File: src/rtl/fgr_pkg.sv
package fgr_pkg;
  localparam int LOCK_N       = 4;
  localparam int LK_LOCKUP    = 0;
  localparam int LK_PARITY    = 1;
  localparam int LK_VDET      = 2;
  localparam int LK_ECC       = 3;
  localparam int ST_FULL_BIT  = 0;
  localparam int ST_TAMP_BIT  = 16;
endpackage

File: src/rtl/fgr_lock_bank.sv
module fgr_lock_bank #(
  parameter int LOCK_N = 4
) (
  input  logic              clk,
  input  logic              rst_n,
  input  logic              wr_en,
  input  logic [LOCK_N-1:0] wr_bits,
  output logic [LOCK_N-1:0] lock_q
);
  // Set-only: a write ORs new bits in, nothing but reset clears them.
  always_ff @(posedge clk or negedge rst_n) begin
    if (!rst_n)     lock_q <= '0;
    else if (wr_en) lock_q <= lock_q | wr_bits;
  end

  p_lock_sticky_r2: assert property (@(posedge clk) disable iff (!rst_n)
    (($past(lock_q) & ~lock_q) == '0));
endmodule

File: src/rtl/fgr_break_route.sv
module fgr_break_route #(
  parameter int LOCK_N  = 4,
  parameter int BREAK_N = 2
) (
  input  logic               clk,
  input  logic               rst_n,
  input  logic [LOCK_N-1:0]  lock,
  input  logic [LOCK_N-1:0]  fault,
  output logic [BREAK_N-1:0] brk_q
);
  logic hit;
  assign hit = |(lock & fault);

  for (genvar k = 0; k < BREAK_N; k++) begin : g_brk
    always_ff @(posedge clk or negedge rst_n) begin
      if (!rst_n) brk_q[k] <= 1'b0;
      else        brk_q[k] <= hit;
    end
  end

  p_brk_idle_r3: assert property (@(posedge clk) disable iff (!rst_n)
    ($past(lock) == '0) |-> (brk_q == '0));
  p_brk_pair_r3: assert property (@(posedge clk) disable iff (!rst_n)
    (brk_q == '0) || (brk_q == '1));
endmodule

File: src/rtl/fgr_erase_status.sv
module fgr_erase_status (
  input  logic clk,
  input  logic rst_por_n,
  input  logic rst_any_n,
  input  logic wr_en,
  input  logic clr_full,
  input  logic clr_tamp,
  input  logic set_full,
  input  logic set_tamp,
  output logic full_q,
  output logic tamp_q
);
  logic kill_full, kill_tamp;
  assign kill_full = wr_en & clr_full;
  assign kill_tamp = wr_en & clr_tamp;

  // Power-on domain only: survives system reset.
  always_ff @(posedge clk or negedge rst_por_n) begin
    if (!rst_por_n)     full_q <= 1'b0;
    else if (set_full)  full_q <= 1'b1;
    else if (kill_full) full_q <= 1'b0;
  end

  always_ff @(posedge clk or negedge rst_any_n) begin
    if (!rst_any_n)     tamp_q <= 1'b0;
    else if (set_tamp)  tamp_q <= 1'b1;
    else if (kill_tamp) tamp_q <= 1'b0;
  end

  p_full_set_wins_r7: assert property (@(posedge clk) disable iff (!rst_por_n)
    set_full |=> full_q);
  p_tamp_set_wins_r7: assert property (@(posedge clk) disable iff (!rst_any_n)
    set_tamp |=> tamp_q);
  p_full_hold_r8: assert property (@(posedge clk) disable iff (!rst_por_n)
    ($past(full_q) && !$past(kill_full)) |-> full_q);
  p_full_rise_r5: assert property (@(posedge clk) disable iff (!rst_por_n)
    $rose(full_q) |-> $past(set_full));
endmodule

File: src/rtl/fault_guard_regs.sv
module fault_guard_regs
  import fgr_pkg::*;
#(
  parameter int            DATA_W   = 32,
  parameter int            ADDR_W   = 4,
  parameter int            BREAK_N  = 2,
  parameter logic [3:0]    LOCK_OFS = 4'h0,
  parameter logic [3:0]    STAT_OFS = 4'h4
) (
  input  logic               clk,
  input  logic               rst_por_n,
  input  logic               rst_sys_n,
  input  logic               bus_wr,
  input  logic [ADDR_W-1:0]  bus_addr,
  input  logic [DATA_W-1:0]  bus_wdata,
  output logic [DATA_W-1:0]  bus_rdata,
  input  logic [LOCK_N-1:0]  fault_src,
  input  logic               erase_full_done,
  input  logic               erase_tamper_done,
  output logic [BREAK_N-1:0] brk_out,
  output logic               vdet_cfg_ro
);
  logic              rst_any_n;
  logic              wr_lock, wr_stat;
  logic [LOCK_N-1:0] lock_q;
  logic              full_q, tamp_q;
  logic              unused_wd;

  assign rst_any_n = rst_por_n & rst_sys_n;
  assign wr_lock   = bus_wr && (bus_addr == ADDR_W'(LOCK_OFS));
  assign wr_stat   = bus_wr && (bus_addr == ADDR_W'(STAT_OFS));
  assign unused_wd = ^bus_wdata;

  fgr_lock_bank #(.LOCK_N(LOCK_N)) u_lock (
    .clk(clk), .rst_n(rst_any_n), .wr_en(wr_lock),
    .wr_bits(bus_wdata[LOCK_N-1:0]), .lock_q(lock_q));

  fgr_break_route #(.LOCK_N(LOCK_N), .BREAK_N(BREAK_N)) u_route (
    .clk(clk), .rst_n(rst_any_n), .lock(lock_q), .fault(fault_src),
    .brk_q(brk_out));

  fgr_erase_status u_stat (
    .clk(clk), .rst_por_n(rst_por_n), .rst_any_n(rst_any_n),
    .wr_en(wr_stat), .clr_full(bus_wdata[ST_FULL_BIT]),
    .clr_tamp(bus_wdata[ST_TAMP_BIT]), .set_full(erase_full_done),
    .set_tamp(erase_tamper_done), .full_q(full_q), .tamp_q(tamp_q));

  assign vdet_cfg_ro = lock_q[LK_VDET];

  always_comb begin
    bus_rdata = '0;
    if (bus_addr == ADDR_W'(LOCK_OFS)) begin
      bus_rdata[LOCK_N-1:0] = lock_q;
    end else if (bus_addr == ADDR_W'(STAT_OFS)) begin
      bus_rdata[ST_FULL_BIT] = full_q;
      bus_rdata[ST_TAMP_BIT] = tamp_q;
    end
  end

  p_vdet_sticky_r4: assert property (@(posedge clk) disable iff (!rst_any_n)
    vdet_cfg_ro |=> vdet_cfg_ro);
  p_lock_needs_write_r1: assert property (@(posedge clk) disable iff (!rst_any_n)
    ($past(lock_q) != lock_q) |-> $past(wr_lock));
endmodule

File: config.mk
export PLATFORM = sky130hd
export DESIGN_NAME = fault_guard_regs
export DESIGN_NICKNAME = d
export VERILOG_FILES = /design/src/rtl/fgr_pkg.sv /design/src/rtl/fgr_lock_bank.sv /design/src/rtl/fgr_break_route.sv /design/src/rtl/fgr_erase_status.sv /design/src/rtl/fault_guard_regs.sv
export SDC_FILE = /design/constraint.sdc
export NUM_CORES = 1
export LEC_CHECK = 0
export BUFFER_PORTS_ARGS = -buffer_cell sky130_fd_sc_hd__buf_4
export CAP_MARGIN = 10
export CELL_PAD_IN_SITES_DETAIL_PLACEMENT = 0
export CELL_PAD_IN_SITES_GLOBAL_PLACEMENT = 2
export CORE_MARGIN = 10
export CORE_UTILIZATION = 14
export DETAILED_ROUTE_END_ITERATION = 12
export GPL_ROUTABILITY_DRIVEN = 0
export MAX_ROUTING_LAYER = met4
export PLACE_DENSITY_LB_ADDON = 0.2
export SYNTH_ARGS = -nofsm -noshare
export SYNTH_HDL_FRONTEND = slang
export SYNTH_SLANG_ARGS = --single-unit
File: constraint.sdc
create_clock -name clk -period 2.2 [get_ports clk]
set_input_delay 0.44 -clock clk [delete_from_list [all_inputs] [get_ports clk]]
set_output_delay 0.44 -clock clk [all_outputs]
set_load 0.02 [all_outputs]
==> reports/metrics.cfg <==
[status]
status=complete, no violations

[route]
dr.pass1.iters=2
wl_per_cell_um=11.7
vias_per_cell=3.08
remaining_drc_errors=0
drtAntennaViolNets=0
dr_total_vias=416
drtIter0Drc=8
drt-total-wl_um=1590

[floorplan]
initial_core_util=0.147
die_x_um=82.8
rows=22
die_y_um=82.8
die_area_um2=6850
core_area_um2=3740
io-pin-count=81

[critical_path]
path_class=in2out
crit_arrival_ns=1.40
reg2reg_depth=2
crit_path_end_kind=output pin
cp-start-kind=input pin
cp.required_ns=1.76
worst-path-max-fanout=8

[synth]
postSynthCellCount=57
ys_warn_count=0
yosys.cell_types.count=13
syn_area_um2=552
ys_ff_latch=7
synth_area_per_cell_um2=9.68
seq_area_frac_synth=0.317

[power]
p_leak_uw=0.000383
vdd_ir_drop_max_uv=147
total_power_uw=498
p_per_area_nw_per_um2=658

[timing]
tns_ns=0
setup_viol=0
hold_violations=0
slew_violations=0
skew_ns=0.000186
max_freq_mhz=544
grt_setup_unrepaired=false
fin_crit_sh=0.836
min_period_ns=1.84

[finish]
fin_nets=134
fin_area_um2=757
post-route-util=0.202
final_layout_size_suffix_gt1_frac=0.368
antenna_cells=0
fin_cells=135
flow.area_growth_from_synthesis_pct=37.2

[clocking]
htreeDepth=1
cts_tree=done
postCtsResizedCells=0
cts_num_sinks=7
clock-root-buffer=clkbuf_8
clk_path_buf_depth=2
cts_made_buffers=3
path_clk_slew_ns=0.04
clkLatencyLatePin_ns=0.22

[placed_design]
placed_area_um2=702
port_buffers=26
dp_hpwl_um=1400
dp_cells=130

[grt]
use_met1=0.0400
grt_use_met2=0.0756
antenna_found_initial=0
grt_pass1_vias=501
grt-busiest-layer=met2
grt_pass1_wl_um=2220
grt_max_degree=9
use_met3=0.0237
track_usage=0.0450
grt_overflow=0

[worst_hold_path]
hp-class=in2async

[flow_run]
drv_cap=0

-- timing repair --
action | CTS | global route
buffers inserted | 0 | 0
endpoints found under the setup margin | 0 | 0
endpoints found under the hold margin | 1 | 0
hold buffers | 1 | 0
-- flip-flops by register name, indices dropped and copies added (netlist names) --
signal and cells:
u_route.brk_q 1, u_stat.full_q 1, u_stat.tamp_q 1, u_lock.lock_q 4
-- worst max-delay path: stages --
cell and delay [ns]:
buf_4 0.12, nor4_4 0.47, a22o_1 0.22, buf_4 0.14
-- layer usage --
| metal | wire, um | up-vias |
|---|---|---|
| met5 | 0 | - |
| met2 | 826 | 32 |
| met4 | 0 | 0 |
| met1 | 538 | 187 |
| li1 | - | 197 |
| met3 | 220 | 0 |
-- final timing paths --
check,start,endpoint,slack (ns)
max in group asynchronous,rst_por_n,u_lock.lock_q[2]$_DFFE_PN0P_,1.23
max reg2reg,u_lock.lock_q[0]$_DFFE_PN0P_,u_route.brk_q[0]$_DFF_PN0_,1.43
min,rst_sys_n,u_lock.lock_q[0]$_DFFE_PN0P_,0.18
max,bus_addr[2],bus_rdata[0],0.36
min reg2reg,u_lock.lock_q[1]$_DFFE_PN0P_,u_lock.lock_q[1]$_DFFE_PN0P_,0.49
min in group clk,bus_wdata[16],u_stat.tamp_q$_DFFE_PN0P_,0.43
-- Yosys cell counts --
library cell	number	share of area
a22o_1	1	0.016
a22oi_1	2	0.027
a31o_1	4	0.063
a41oi_1	2	0.032
and2_1	5	0.057
buf_4	28	0.38
conb_1	1	0.0068
dfrtp_1	7	0.32
inv_1	2	0.014
nand2_1	1	0.0068
nor2_1	2	0.014
nor4_4	1	0.039
nor4b_2	1	0.027
-- area by class of cell --
| type | instances | area, um^2 |
|---|---|---|
| Fill cell | 436 | 2990 |
| Timing Repair Buffer | 28 | 213 |
| Tap cell | 48 | 60.1 |
| Sequential cell | 7 | 175 |
| Multi-Input combinational cell | 46 | 256 |
| Clock buffer | 4 | 45.0 |
| Inverter | 2 | 7.51 |
-- cells in the final DEF, fill, tap and decap left out, drive strengths merged, types with 2 or more instances in the layout --
| master | n |
|---|---|
| a22oi | 2 |
| a31o | 4 |
| a41oi | 2 |
| and2 | 5 |
| buf | 27 |
| clkbuf | 4 |
| conb | 27 |
| dfrtp | 7 |
| inv | 2 |
| nor2 | 2 |
-- metrics by stage --
| step | hold slack [ns] | worst slack [ns] |
|---|---|---|
| floorplan | 0.144 | 0.644 |
| detailed placement | 0.220 | 0.318 |
| finish | 0.184 | 0.361 |
| global placement | 0.221 | 0.310 |
| CTS | 0.189 | 0.316 |
| global route | 0.215 | 0.240 |
-- cell families (layout without fill, tap and decap cells) --
logic type / Yosys count / after routing / share of synthesized area
buffers and inverters: 30 / 34 / 0.395
AND/OR/NAND/NOR: 10 / 10 / 0.143
AO/OA/AOI/OAI: 9 / 9 / 0.138
flip-flops: 7 / 7 / 0.317
other: 1 / 27 / 0.00680
-- where the power goes --
part           switching (uW)  internal, uW
combinational            91.3          59.4
sequential               15.4           150
clock                    55.8           125
total                     163           335
Note: power is estimated with default switching activity, not from simulation.
